`src/rtl/sti_pkg.sv`:
```
package sti_pkg;
  // Pair of lines driven toward the device.
  typedef struct packed {
    logic trig;
    logic t0;
  } sti_line_t;

  localparam sti_line_t STI_LINE_IDLE = '{trig: 1'b0, t0: 1'b0};
endpackage

```
`src/rtl/sti_rst_sync.sv`:
```
module sti_rst_sync #(
  parameter int STAGES = 2
) (
  input  logic clk,
  input  logic rst_n,
  output logic rst_sync_n
);
  logic [STAGES-1:0] chain_q;

  always_ff @(posedge clk or negedge rst_n) begin
    if (!rst_n) chain_q <= '0;
    else        chain_q <= {chain_q[STAGES-2:0], 1'b1};
  end

  assign rst_sync_n = chain_q[STAGES-1];
endmodule

```
`src/rtl/sti_veto_arb.sv`:
```
module sti_veto_arb (
  input  logic clk,
  input  logic rst_n,
  input  logic run_start,
  input  logic trig_req,
  input  logic busy_i,
  input  logic ser_active,
  output logic accept,
  output logic t0_fire,
  output logic veto
);
  logic pend_q, pend_d;
  logic t0_want;

  // A run start is wanted on the command itself or while it is held.
  assign t0_want = run_start | pend_q;
  assign t0_fire = t0_want & ~ser_active;
  assign veto    = busy_i | ser_active | t0_want;
  assign accept  = trig_req & ~veto;

  always_comb begin
    pend_d = pend_q;
    if (t0_fire)      pend_d = 1'b0;
    else if (t0_want) pend_d = 1'b1;
  end

  always_ff @(posedge clk or negedge rst_n) begin
    if (!rst_n) pend_q <= 1'b0;
    else        pend_q <= pend_d;
  end
endmodule

```
`src/rtl/sti_trig_counter.sv`:
```
module sti_trig_counter #(
  parameter int NUM_W = 32
) (
  input  logic             clk,
  input  logic             rst_n,
  input  logic             clear,
  input  logic             incr,
  output logic [NUM_W-1:0] count
);
  logic [NUM_W-1:0] cnt_q, cnt_d;
  logic             cnt_en;

  assign cnt_en = clear | incr;

  always_comb begin
    cnt_d = cnt_q;
    if (clear)     cnt_d = '0;
    else if (incr) cnt_d = cnt_q + 1'b1;
  end

  always_ff @(posedge clk or negedge rst_n) begin
    if (!rst_n)      cnt_q <= '0;
    else if (cnt_en) cnt_q <= cnt_d;
  end

  assign count = cnt_q;
endmodule

```
`src/rtl/sti_num_shifter.sv`:
```
module sti_num_shifter #(
  parameter int NUM_W = 32
) (
  input  logic             clk,
  input  logic             rst_n,
  input  logic             load,
  input  logic [NUM_W-1:0] load_val,
  output logic             ser_active,
  output logic             ser_bit
);
  localparam int LEFT_W = $clog2(NUM_W + 1);
  localparam logic [LEFT_W-1:0] LEFT_FULL = LEFT_W'(NUM_W);

  logic [NUM_W-1:0]  sr_q, sr_d;
  logic [LEFT_W-1:0] left_q, left_d;
  logic              sr_en;

  // Loading and shifting never coincide: a load needs the veto low.
  assign ser_active = (left_q != '0);
  assign ser_bit    = sr_q[0];
  assign sr_en      = load | ser_active;

  always_comb begin
    sr_d   = sr_q;
    left_d = left_q;
    if (load) begin
      sr_d   = load_val;
      left_d = LEFT_FULL;
    end else if (ser_active) begin
      sr_d   = sr_q >> 1;
      left_d = left_q - 1'b1;
    end
  end

  always_ff @(posedge clk or negedge rst_n) begin
    if (!rst_n) begin
      sr_q   <= '0;
      left_q <= '0;
    end else if (sr_en) begin
      sr_q   <= sr_d;
      left_q <= left_d;
    end
  end
endmodule

```
`src/rtl/sync_trig_if.sv`:
```
module sync_trig_if #(
  parameter int NUM_W = 32
) (
  input  logic clk,
  input  logic rst_n,
  input  logic run_start,
  input  logic trig_req,
  input  logic num_mode,
  input  logic busy_i,
  output logic veto,
  output logic dut_trig,
  output logic dut_t0
);
  import sti_pkg::*;

  logic             rst_sync_n;
  logic             accept;
  logic             t0_fire;
  logic             ser_active;
  logic             ser_bit;
  logic [NUM_W-1:0] count;
  sti_line_t        line_q, line_d;

  sti_rst_sync #(.STAGES(2)) i_rst_sync (
    .clk        (clk),
    .rst_n      (rst_n),
    .rst_sync_n (rst_sync_n)
  );

  sti_veto_arb i_arb (
    .clk        (clk),
    .rst_n      (rst_sync_n),
    .run_start  (run_start),
    .trig_req   (trig_req),
    .busy_i     (busy_i),
    .ser_active (ser_active),
    .accept     (accept),
    .t0_fire    (t0_fire),
    .veto       (veto)
  );

  sti_trig_counter #(.NUM_W(NUM_W)) i_cnt (
    .clk   (clk),
    .rst_n (rst_sync_n),
    .clear (t0_fire),
    .incr  (accept),
    .count (count)
  );

  sti_num_shifter #(.NUM_W(NUM_W)) i_shift (
    .clk        (clk),
    .rst_n      (rst_sync_n),
    .load       (accept & num_mode),
    .load_val   (count),
    .ser_active (ser_active),
    .ser_bit    (ser_bit)
  );

  // The timestamp pulse wins the sync/T0 line only when no bit is due.
  always_comb begin
    line_d.trig = accept;
    if (t0_fire)         line_d.t0 = 1'b1;
    else if (ser_active) line_d.t0 = ser_bit;
    else                 line_d.t0 = 1'b0;
  end

  always_ff @(posedge clk or negedge rst_sync_n) begin
    if (!rst_sync_n) line_q <= STI_LINE_IDLE;
    else             line_q <= line_d;
  end

  assign dut_trig = line_q.trig;
  assign dut_t0   = line_q.t0;
endmodule

```
`config.mk`:
```
export PLATFORM = sky130hd
export DESIGN_NAME = sync_trig_if
export DESIGN_NICKNAME = d
export VERILOG_FILES = /design/src/rtl/sti_pkg.sv /design/src/rtl/sti_rst_sync.sv /design/src/rtl/sti_veto_arb.sv /design/src/rtl/sti_trig_counter.sv /design/src/rtl/sti_num_shifter.sv /design/src/rtl/sync_trig_if.sv
export SDC_FILE = /design/constraint.sdc
export NUM_CORES = 1
export LEC_CHECK = 0
export ABC_CLOCK_PERIOD_IN_PS = 5850
export BUFFER_PORTS_ARGS = -buffer_cell sky130_fd_sc_hd__buf_2
export CAP_MARGIN = 25
export CORE_MARGIN = 8
export CORE_UTILIZATION = 30
export CTS_CLUSTER_SIZE = 16
export DETAILED_ROUTE_END_ITERATION = 8
export PLACE_DENSITY = 0.51
export SYNTH_ARGS = -nofsm -noshare
export SYNTH_HDL_FRONTEND = slang
export SYNTH_HIERARCHICAL = 1
export SYNTH_SLANG_ARGS = --single-unit
```
`constraint.sdc`:
```
create_clock -name clk -period 5.85 [get_ports clk]
set_clock_uncertainty 0.05 [all_clocks]
set_input_delay 0.585 -clock clk [delete_from_list [all_inputs] [get_ports clk]]
set_output_delay 0.585 -clock clk [all_outputs]
set_load 0.1 [all_outputs]
```
# --- After elaboration in Yosys (flattened, before gate mapping) ---
# Cells that the tools add are included.
word_totals:
  ff_bits: 75
  out_inout_bits: 3
op_classes:
  addsub: 2
  n_mux: 10
  bitwise: 10
  n_reduce_logical: 6
op_table:
  columns: ["op", "n"]
  rows:
  - ["$mux 32", 4]
  - ["$add 32x1->32 const B", 1]
  - ["$mux 6", 2]
  - ["$reduce_bool 2->1", 3]
  - ["$reduce_bool 6->1", 1]
  - ["$sub 6x1->6 const B", 1]
  - ["$or 1x1->1", 5]
  - ["$mux 1", 4]
  - ["$reduce_and 2->1", 2]
  - ["$and 1x1->1", 3]
  - ["$not 1->1", 2]

# --- Depth between registers and ports, before layout ---
# Gate-level depths: netlist of run 1.
logic_depth:
  depth_word: 8
  ltp_mapped: 14
  depth_no_buf: 10

# --- Hierarchy ---
# Netlist of run 1, hierarchy kept.
by_module_without_submodules:
  columns: ["module", "n_inst", "cells_per_inst", "area_each_um2", "seq_area_each_um2"]
  rows:
  - ["sti_num_shifter", 1, 219, 2001.9, 950.9]
  - ["sti_trig_counter", 1, 177, 1716.6, 800.8]
  - ["sync_trig_if", 1, 4, 63.8, 50.0]
  - ["sti_veto_arb", 1, 7, 60.1, 25.0]
  - ["sti_rst_sync", 1, 3, 53.8, 50.0]

# --- Worst setup path after synthesis of run 1 ---
# No wires, ideal clock.
synth_timing:
  kind: "register to register"
  start: "reg i_shift.left_q[0]"
  end: "reg i_cnt.cnt_q[31] (netlist: i_cnt/count[31])"
  setup_ps: 125
  arrival_time_ps: 3330
  setup_slack_ps: 2345
  stages_incl_launch_ff: 14
  path_buffers: 3
  period_less_slack_ps: 3505
  path_cell_list: "dfrtp_1 inv_1 ha_1 nor2b_1 buf_2 nand2_1 or4_4 nor2_2 buf_2 o211ai_4 or3_1 buf_2 nor4_1 mux2_2"
synth_via:
  elab_chain_len: 7
  word_cells_on_any_way: 11
  cone_classes: "mux (1); bitwise (7); reduce/logical (3)"
synth_rtl:
  columns: ["element", "line", "rtl"]
  rows:
  - ["start, declared", "sti_num_shifter.sv:15", "logic [LEFT_W-1:0] left_q, left_d;"]
  - ["start signal, assigned", "sti_num_shifter.sv:41", "left_q <= left_d;"]
  - ["$reduce_bool 6->1 *", "sti_num_shifter.sv:19", "assign ser_active = (left_q != '0);"]
  - ["named net ser_active", "sync_trig_if.sv:19", "logic ser_active;"]
  - ["$or 1x1->1 * (2 in a row)", "sti_veto_arb.sv:18", "assign veto = busy_i | ser_active | t0_want;"]
  - ["named net veto", "sync_trig_if.sv:10", "output logic veto,"]
  - ["$not 1->1 *", "sti_veto_arb.sv:19", "assign accept = trig_req & ~veto;"]
  - ["$and 1x1->1 *", "sti_veto_arb.sv:19", null]
  - ["named net accept", "sync_trig_if.sv:17", "logic accept;"]
  - ["$reduce_bool 2->1 (no source line) / $or 1x1->1 (equally long branches)", null, null]
  - ["$reduce_and 2->1 (no source line) *", null, null]
  - ["end signal, assigned", "sti_trig_counter.sv:23", "else if (cnt_en) cnt_q <= cnt_d;"]
  - ["end, declared", "sti_trig_counter.sv:10", "logic [NUM_W-1:0] cnt_q, cnt_d;"]
# Mark *: on every way through the listed nets, which the timed path passes. The rest lies on a longest branch.
# A chain may end at the register's enable or synchronous reset.

# --- Worst setup path in the final report of run 1 ---
layout_timing:
  start: "reg i_shift.left_q[0]"
  end: "reg i_cnt.cnt_q[26] (netlist: i_cnt/count[26])"
layout_via:
  elab_chain_len: 7
  word_cells_on_any_way: 11
  cone_classes: "mux (1); bitwise (7); reduce/logical (3)"
layout_rtl:
  columns: ["element", "line"]
  rows:
  - ["$reduce_bool 6->1 *", "sti_num_shifter.sv:19"]
  - ["named net ser_active", "sync_trig_if.sv:19"]
  - ["$or 1x1->1 * (2 in a row)", "sti_veto_arb.sv:18"]
  - ["$not 1->1 *", "sti_veto_arb.sv:19"]
  - ["$and 1x1->1 *", "sti_veto_arb.sv:19"]
  - ["named net accept", "sync_trig_if.sv:17"]
  - ["$reduce_bool 2->1 (no source line) / $or 1x1->1 (equally long branches)", null]
  - ["$reduce_and 2->1 (no source line) *", null]
# Marked as above.

==> impl_metrics.env, run 1 <==
export IMPL_ys_types=45
export IMPL_crit_buf_inv=2
export IMPL_htreeDepth=3
export IMPL_path_clk_slew_ps=60
export IMPL_wl_per_cell_microns=14.6
export IMPL_cts_tree="done"
export IMPL_clockBufferDepth=2
export IMPL_area_delta_synth_final_pct=13.7
export IMPL_max_slew_margin_pct=54.2
export IMPL_hold_class="reg2async"
export IMPL_fp_dieH_microns=130
export IMPL_std_cell_rows=41
export IMPL_p_seq_share_pct=38.0
export IMPL_cts_inserted_buffers=9
export IMPL_grt_pass1_vias=2892
export IMPL_dp_hpwl_microns=5180
export IMPL_drv_slew=0
export IMPL_setup_tns_ps=0
export IMPL_fin_crit_ps=3990
export IMPL_wl_microns=8510
export IMPL_p_per_area_nw_per_um2=359
export IMPL_final_cells=582
export IMPL_synth_edff_count=0
export IMPL_num_antenna_cells=0
export IMPL_required_ps=6050
export IMPL_grt_overflow=0
export IMPL_antenna_found_initial=0
export IMPL_post_cts_buffers=0
export IMPL_maxCapViolCount=0
export IMPL_grt_max_degree=74
export IMPL_intPower_mw=1.08
export IMPL_status="finished clean"
export IMPL_power_mw=1.59
export IMPL_die_width_microns=130
export IMPL_nFillCells=1288
export IMPL_root_buffer="clkbuf_16"
export IMPL_synth_warnings=6
export IMPL_grt_first_pass_wirelength_microns=14900
export IMPL_share_comb_of_total_power_pct=21.9
export IMPL_syn_inst=410
export IMPL_critPathLaunchType="flop"
export IMPL_max_freq_mhz=251
export IMPL_vias=3029
export IMPL_post_route_period_util_pct=68.2
export IMPL_syn_nets=419
export IMPL_ioPinCount=9
export IMPL_path_cells="inv_1, ha_1, nor2b_2, buf_4, nand2_1, or4_4, nor2_2, o211ai_4, or3_1, or4_1, a21oi_1"
export IMPL_yosys_top_cells_area="dfrtp_1 48%, a21oi_1 6.6%, nor2b_1 6.1%"
export IMPL_p_sw_share_pct=31.9
export IMPL_syn_cell_area_sq_um=3900
export IMPL_setup_worst_path_class="reg2reg"
export IMPL_synth_avg_cell_area_sq_um=9.50
export IMPL_core_area_sq_um=12700
export IMPL_drtIter0Drc=325
export IMPL_ir_drop_v=0.000156
export IMPL_clk_latency_ps=340
export IMPL_start_util_pct=30.7
export IMPL_dp_cells=564
export IMPL_setup_viol=0
export IMPL_max_stage_delay_ps=610
export IMPL_drc=0
export IMPL_yosysSeqAreaShare_pct=48.2
export IMPL_dp_slack_ps=1910
export IMPL_cts_sinks=75
export IMPL_crit_path_end_kind="flop"
export IMPL_ant_nets=0
export IMPL_p_leak_nw=1.86
export IMPL_first_pass_iters=4
export IMPL_clkPwrFrac_pct=40.1
export IMPL_yosysTopAreaCell="dfrtp_1"
export IMPL_async_reset_ff_share_pct=100
export IMPL_cp_arrival_ps=4190
export IMPL_post_cts_resized=0
export IMPL_worst_pin_slew_ps=687
export IMPL_buffer_ports_inserted=8
export IMPL_crit_slowest_cell="or3_1"
export IMPL_cpLargestDelayFamily="simple AND/OR/NAND/NOR gates"
export IMPL_p_switching_mw=0.508
export IMPL_rsz0062_at_grt="no"
export IMPL_yosys_register_bits=75
export IMPL_ys_flop_type="dfrtp_1"
export IMPL_nets=414
export IMPL_drive_above_1_share_pct=12.2
export IMPL_synth_top_area_share_pct=48.2
export IMPL_postCtsHoldBufs=1
export IMPL_worst_slack_ps=1860
export IMPL_finalHoldViolCount=0
export IMPL_critPathMaxFanout=35
export IMPL_track_usage_pct=11.1
export IMPL_vias_per_cell=5.20
export IMPL_design_die_area_sq_um=16900
export IMPL_place_congestion=0.748
==> cell usage after synthesis (2+ instances only) <==
master,instances
a21oi_1,51
a31oi_1,31
and4_1,2
buf_2,8
buf_6,7
clkbuf_1,17
dfrtp_1,75
ha_1,3
inv_1,9
mux2_2,5
nand2_1,12
nand2b_1,2
nand3_1,13
nand4_1,5
nand4_2,2
nor2_1,20
nor2b_1,38
nor3_1,8
nor4_1,5
o21ai_0,28
o21ai_1,9
o31ai_1,13
or3_1,6
or4_1,12
or4_4,2
xnor2_1,6
xor2_1,3
==> layer usage <==
metal / vias to the layer above / part of all wire (%) / GRT usage, %
li1: 1493 / - / -
met1: 1466 / 49 / 14.9
met2: 62 / 45 / 16.8
met3: 8 / 4.7 / 3.10
met4: 0 / 1.2 / 3.48
met5: - / 0 / 0
==> stage by stage <==
| stage | area [sq um] | util (%) | hold WS, ps |
|---|---|---|---|
| final | 4430 | 35.0 | 258 |
| after global routing | 4430 | 35.0 | 320 |
| after global placement | 4010 | 31.6 | 288 |
| after detailed placement | 4060 | 32.0 | 300 |
| after floorplan | 3900 | - | 239 |
| after CTS | 4410 | 34.8 | 314 |
==> cells in the final DEF (no fill, tap or decap), types with 9 or more instances in the layout <==
cell type	netlist	final
o21ai_1	9	9
or4_1	12	12
nand3_1	13	13
clkbuf_16	0	9
nand2_1	12	12
dfrtp_1	75	74
a21oi_1	51	51
o21ai_0	28	28
inv_1	9	9
nor2b_1	38	37
a31oi_1	31	31
nor2_1	20	19
o31ai_1	13	13
==> logic make-up after synthesis <==
group | after synthesis | synth area share [%]
other | 1 | 0.0962
buffers and inverters | 42 | 5.65
AOI/OAI and AO/OA | 140 | 21.2
adders and majority gates | 3 | 0.963
xor gates and xnor gates | 9 | 2.02
DFF | 75 | 48.2
muxes | 6 | 1.70
and+or+nand+nor | 134 | 20.2
==> layout make-up <==
| cell class | instances | area, sq um | share of cell area (%) |
|---|---|---|---|
| clock buffer | 11 | 243 | 5.48 |
| tap | 172 | 215 | 4.86 |
| multi-input combinational | 293 | 1810 | 40.8 |
| clock inverter | 5 | 100 | 2.26 |
| sequential | 75 | 1880 | 42.4 |
| inverter | 9 | 33.8 | 0.762 |
| timing repair buffer | 17 | 155 | 3.50 |
==> power by group through the flow <==
stage	clock (mW)	sequential, mW	combinational, mW
6_report	0.639	0.604	0.348
5_1_grt	0.678	0.611	0.386
4_1_cts	0.658	0.605	0.346
3_5_place_dp	0	0.614	0.345
3_3_place_gp	0	0.611	0.322
2_1_floorplan	0	0.617	0.267
==> state kept, by name (all words and copies together) (netlist names) <==
signal,count
i_shift/sr_q,32
i_arb/pend_q,1
i_cnt/count,32
i_shift/left_q,6
dut_t0,1
dut_trig,1
i_rst_sync/chain_q,2
==> final timing paths <==
path / start / end / slack (ps) / cells past startpoint
worst max register to register: i_shift/left_q[0] / i_cnt/count[26] / 1860 / 11
max in group asynchronous: i_rst_sync/chain_q[1] / i_shift/sr_q[6] / 4920 / 2
min in group clk: i_rst_sync/chain_q[0] / i_rst_sync/chain_q[1] / 310 / 0
worst min-delay path: i_rst_sync/chain_q[1] / i_cnt/count[8] / 260 / 1
worst min register to register: i_rst_sync/chain_q[1] / i_cnt/count[8] / 260 / 1
worst max-delay path: i_shift/left_q[0] / i_cnt/count[26] / 1860 / 11
Note: power is estimated with default switching activity, not from simulation.
==> inputs of run 2 (changes only) <==
ABC_AREA = 1   (was unset)
ABC_CLOCK_PERIOD_IN_PS = 4100   (was 5850)
clock period = 4.1 ns   (was 5.85 ns; I/O delays follow)
==> run 2 against run 1 <==
- largest power group is now registers
- critical endpoint is now i_cnt/count[13]
- core utilization down 0.60 points
- die area up 2.6%
- maximum frequency up 37%
==> impl_metrics.env, run 2 <==
export IMPL_r2r_setup_slack_ps=1180
export IMPL_syn_inst=539
export IMPL_start_util_pct=30.5
export IMPL_buffer_ports_inserted=8
export IMPL_post_dp_cell_area_sq_um=4200
export IMPL_setup_viol=0
export IMPL_post_cts_resized=0
export IMPL_timing_rr_start="i_shift/left_q[0]"
export IMPL_routed_top_layer="met4"
export IMPL_setup_tns_ps=0
export IMPL_cts_inserted_buffers=9
export IMPL_drc=0
export IMPL_layout_commonest_cell="nand2_1"
export IMPL_yosys_top_cells_count="158 x nand2_1, 75 x dfrtp_1, 69 x inv_1, 64 x nor2_1, 44 x o21ai_0"
export IMPL_vias_per_cell=4.46
export IMPL_synth_top_area_share_pct=46.8
export IMPL_std_cell_rows=42
export IMPL_power_mw=1.76
export IMPL_wl_microns=8310
export IMPL_hold_class="reg2async"
export IMPL_layout_common_cells="158 x nand2_1, 74 x dfrtp_1, 69 x inv_1"
export IMPL_track_usage_pct=10.5
export IMPL_setup_worst_path_class="reg2reg"
export IMPL_nets=557
export IMPL_antenna_found_initial=0
export IMPL_p_leak_nw=2.07
export IMPL_grt_overflow=0
export IMPL_wl_per_cell_microns=11.4
export IMPL_synth_compound_area_share_pct=12.0
export IMPL_synth_fa_ha_area_share_pct=0.935
export IMPL_yosysTopAreaCell="dfrtp_1"
export IMPL_critPathLaunchType="flop"
export IMPL_ff2ff_path_depth=8
export IMPL_root_buffer="clkbuf_16"
export IMPL_design_die_area_sq_um=17300
export IMPL_ioPinCount=9
export IMPL_synth_xor_area_share_pct=0.437
export IMPL_required_ps=4260
export IMPL_core_area_sq_um=13100
export IMPL_num_antenna_cells=0
export IMPL_maxCapViolCount=0
export IMPL_syn_nets=548
export IMPL_p_per_area_nw_per_um2=391
export IMPL_yosysMostFrequentCell="nand2_1"
export IMPL_die_width_microns=132
export IMPL_yosysSeqAreaShare_pct=46.8
export IMPL_cts_sinks=75
export IMPL_syn_cell_area_sq_um=4010
export IMPL_grt_max_degree=74
export IMPL_max_slew_margin_pct=48.8
export IMPL_async_reset_ff_share_pct=100
export IMPL_clockBufferDepth=2
export IMPL_synth_simple_area_share_pct=30.7
export IMPL_synth_warnings=6
export IMPL_fin_area_sq_um=4510
export IMPL_clk_latency_ps=330
export IMPL_cp_arrival_ps=3070
export IMPL_drive_above_1_share_pct=9.22
export IMPL_ir_drop_v=0.000179
export IMPL_grt_pass1_vias=3228
export IMPL_met1_length_microns=4090
export IMPL_synth_top_family_by_area="simple AND/OR/NAND/NOR gates"
export IMPL_area_delta_synth_final_pct=12.5
export IMPL_fp_dieH_microns=132
export IMPL_cts_tree="done"
export IMPL_met2_length_microns=3840
export IMPL_htreeDepth=3
export IMPL_vias=3252
export IMPL_dp_hpwl_microns=5730
export IMPL_synthMuxAreaShare_pct=0
export IMPL_critPathMaxFanout=17
export IMPL_rsz0062_at_grt="no"
export IMPL_path_clk_slew_ps=60
export IMPL_max_freq_mhz=343
export IMPL_drv_slew=0
export IMPL_yosys_top_cells_area="dfrtp_1 47%, nand2_1 15%, inv_1 6.5%"
export IMPL_post_route_period_util_pct=71.2
export IMPL_ys_flop_type="dfrtp_1"
export IMPL_grt_first_pass_wirelength_microns=15200
export IMPL_drtIter0Drc=195
export IMPL_place_congestion=0.839
export IMPL_status="finished clean"
export IMPL_worst_pin_slew_ps=765
export IMPL_ys_types=32
export IMPL_synth_edff_count=0
export IMPL_reg2reg_to="i_cnt/count[13]"
export IMPL_fin_crit_ps=2920
export IMPL_crit_path_end_kind="flop"
export IMPL_finalHoldViolCount=0
export IMPL_synth_avg_cell_area_sq_um=7.44
export IMPL_first_pass_iters=5
export IMPL_ant_nets=0
export IMPL_yosys_register_bits=75
export IMPL_routed_wl_met3_microns=252
-- run 2: critical path, cell delays in order, from the launching register on --
cell      delay, ps
dfrtp_1         400
inv_1           120
ha_1            240
nand3_2         260
nor2_1          680
clkinv_1        530
buf_4           350
o21ai_0         100
a21oi_1          60
-- run 2: logic make-up after synthesis --
kind of cell / Yosys count
AND/OR/NAND/NOR: 278
flip-flops: 75
adder cells (fa/ha/maj): 3
other: 1
AO/OA/AOI/OAI: 94
buffers and inverters: 86
XOR/XNOR: 2
-- run 2: cell type report --
class / instances / area, sq um
clock buffers: 14 / 264
clock inverters: 2 / 10.0
fillers: 1413 / 8620
inverters: 71 / 269
multi-input cells: 378 / 1770
flip-flops and latches: 75 / 1880
well taps: 176 / 220
repair buffers: 13 / 100
-- run 2: per-layer routing --
layer  track usage [%]  vias to the layer above
met4              4.34                        0
met2              16.8                       38
li1                  -                     1704
met3              2.63                        8
met1              13.1                     1502
met5                 0                        -
-- run 2: through the flow --
stage          setup slack [ps]  instances  hold slack, ps  util [%]
2_1_floorplan              1460        539            64.4         -
5_1_grt                     840        729             110      34.4
6_report                   1180        729            97.4      34.4
4_1_cts                    1140        728             256      34.2
3_3_place_gp               1170        711             143      32.0
3_5_place_dp               1150        711             147      32.0
-- run 2: timing repair --
action / 4_1_cts / 5_1_grt
setup endpoints to repair: 0 / 0
hold buffers: 1 / 0
buffers inserted: 0 / 0
hold endpoints to repair: 2 / 0
-- run 2: worst max-delay path by stage --
stage / from / to / cells past startpoint
2_1_floorplan: i_shift/left_q[0] / i_shift/sr_q[30] / 15
3_3_place_gp: i_shift/left_q[0] / i_cnt/count[13] / 8
3_5_place_dp: i_shift/left_q[0] / i_cnt/count[13] / 8
4_1_cts: i_shift/left_q[0] / i_cnt/count[13] / 8
5_1_grt: i_shift/left_q[0] / i_shift/sr_q[1] / 13
6_report: i_shift/left_q[0] / i_cnt/count[13] / 8
-- run 2: where the power goes --
part,leakage (nW),total (mW),internal (mW),switching [mW]
sequential,1.02,0.824,0.779,0.0452
clock,0.137,0.729,0.441,0.288
combinational,0.905,0.210,0.0697,0.141
==> inputs of run 3 (changes only) <==
ABC_CLOCK_PERIOD_IN_PS = 2600   (was 4100)
PLACE_DENSITY = 0.53   (was 0.51)
clock period = 2.6 ns   (was 4.1 ns; I/O delays follow)
==> run 3 against run 2 <==
- sequential share of layout area decreased by 0.75 points
- sequential power grew 58%
- worst hold slack gained 35 ps
- flip-flop and latch count unchanged
- combinational power is 64% higher
- routed wire length is 2.5% higher
- critical path depth rose by 6
- register-to-register slack worse by 870 ps
- worst setup slack got worse by 870 ps
- critical path type unchanged
- highest routed layer unchanged
==> impl_metrics.env, run 3 (synthesis gave the netlist of run 2 again) <==
export IMPL_vias_per_cell=4.51
export IMPL_post_cts_resized=0
export IMPL_ant_nets=0
export IMPL_track_usage_pct=10.5
export IMPL_drive_above_1_share_pct=10.2
export IMPL_clockBufferDepth=2
export IMPL_worst_path_stages=14
export IMPL_setup_worst_path_class="reg2reg"
export IMPL_dp_hpwl_microns=5840
export IMPL_max_stage_delay_ps=400
export IMPL_cts_tree="done"
export IMPL_nets=561
export IMPL_crit_top_cell="nor2_1"
export IMPL_hold_ws_ps=133
export IMPL_final_cells=733
export IMPL_path_clk_slew_ps=60
export IMPL_dp_cells=715
export IMPL_vias=3309
export IMPL_path_cells="inv_1, ha_1, nand3_2, nor2_1, nand2_4, nor2_2, buf_4, nor2_4, nor2_4, nand3_1, nor2_1, nand2_1, nand2_1, nor2_1"
export IMPL_first_pass_iters=4
export IMPL_wl_per_cell_microns=11.6
export IMPL_crit_slowest_cell="dfrtp_1"
export IMPL_crit_path_end_kind="flop"
export IMPL_grt_max_degree=74
export IMPL_htreeDepth=3
export IMPL_critPathLaunchType="flop"
export IMPL_ir_drop_v=0.000298
export IMPL_finalHoldViolCount=0
export IMPL_start_util_pct=30.5
export IMPL_power_mw=2.95
export IMPL_wl_microns=8510
export IMPL_cp_arrival_ps=2470
export IMPL_layout_commonest_cell="nand2_1"
export IMPL_fp_dieH_microns=132
export IMPL_die_width_microns=132
export IMPL_p_leak_nw=2.13
export IMPL_postCtsHoldBufs=1
export IMPL_buffer_ports_inserted=8
export IMPL_place_congestion=0.823
export IMPL_drtIter0Drc=158
export IMPL_post_cts_buffers=0
export IMPL_status="finished clean"
export IMPL_max_freq_mhz=437
export IMPL_fin_crit_ps=2290
export IMPL_antenna_found_initial=0
export IMPL_root_buffer="clkbuf_16"
export IMPL_required_ps=2780
export IMPL_dp_slack_ps=305
export IMPL_setup_viol=0
export IMPL_hold_class="in2reg"
export IMPL_grt_overflow=0
export IMPL_worst_slack_ps=312
export IMPL_setup_tns_ps=0
export IMPL_drv_slew=0
export IMPL_drc=0
export IMPL_grt_pass1_vias=3295
export IMPL_std_cell_rows=42
export IMPL_design_die_area_sq_um=17300
export IMPL_grt_first_pass_wirelength_microns=15200
export IMPL_layout_common_cells="158 x nand2_1, 74 x dfrtp_1, 69 x inv_1"
export IMPL_rsz0062_at_grt="no"
export IMPL_ioPinCount=9
export IMPL_hold_path_cell_count=3
export IMPL_post_route_period_util_pct=88.0
export IMPL_critPathMaxFanout=7
export IMPL_cpLargestDelayFamily="simple AND/OR/NAND/NOR gates"
export IMPL_p_per_area_nw_per_um2=641
export IMPL_crit_buf_inv=2
export IMPL_core_area_sq_um=13100
export IMPL_maxCapViolCount=0
export IMPL_cts_inserted_buffers=9
export IMPL_area_delta_synth_final_pct=14.6
export IMPL_clk_latency_ps=340
export IMPL_ff2ff_path_depth=14
export IMPL_cts_sinks=75
export IMPL_num_antenna_cells=0
run 3: through the flow:
stage          instance area [sq um]  util [%]
3_5_place_dp                    4250      32.4
6_report                        4600      35.0
3_3_place_gp                    4250      32.4
2_1_floorplan                   4020         -
5_1_grt                         4600      35.0
4_1_cts                         4570      34.8
run 3: tightest hold or removal path: cells and delay by family:
family        cells  cell delay, ps
simple gates      2             130
buf+inv           1              80
run 3: power breakdown:
part	internal (mW)	total [mW]	leakage [nW]	switching (mW)
sequential	1.23	1.30	1.02	0.0760
combinational	0.121	0.344	0.946	0.223
clock	0.833	1.30	0.156	0.468
total	2.18	2.95	2.13	0.766
run 3: layout make-up:
type	instances	area [sq um]
well taps	176	220
fillers	1430	8540
repair buffers	17	143
flip-flops and latches	75	1880
multi-input cells	378	1780
inverters	71	269
clock inverters	6	80.1
clock buffers	10	229
run 3: worst paths after layout:
kind	startpoint	to	slack [ps]
hold reg to reg	i_rst_sync/chain_q[1]	i_shift/sr_q[3]	200
max in group asynchronous	i_rst_sync/chain_q[1]	i_cnt/count[24]	1740
hold / removal	run_start	i_arb/pend_q	130
min in group asynchronous	rst_n	i_rst_sync/chain_q[1]	190
setup / recovery	i_shift/left_q[0]	i_cnt/count[18]	310
setup reg to reg	i_shift/left_q[0]	i_cnt/count[18]	310
run 3: layer usage:
metal,vias up,wire length (microns),track usage [%]
li1,1712,-,-
met1,1553,4160,12.6
met2,34,3930,17.3
met3,10,296,3.39
met4,0,125,3.64
met5,-,0,0
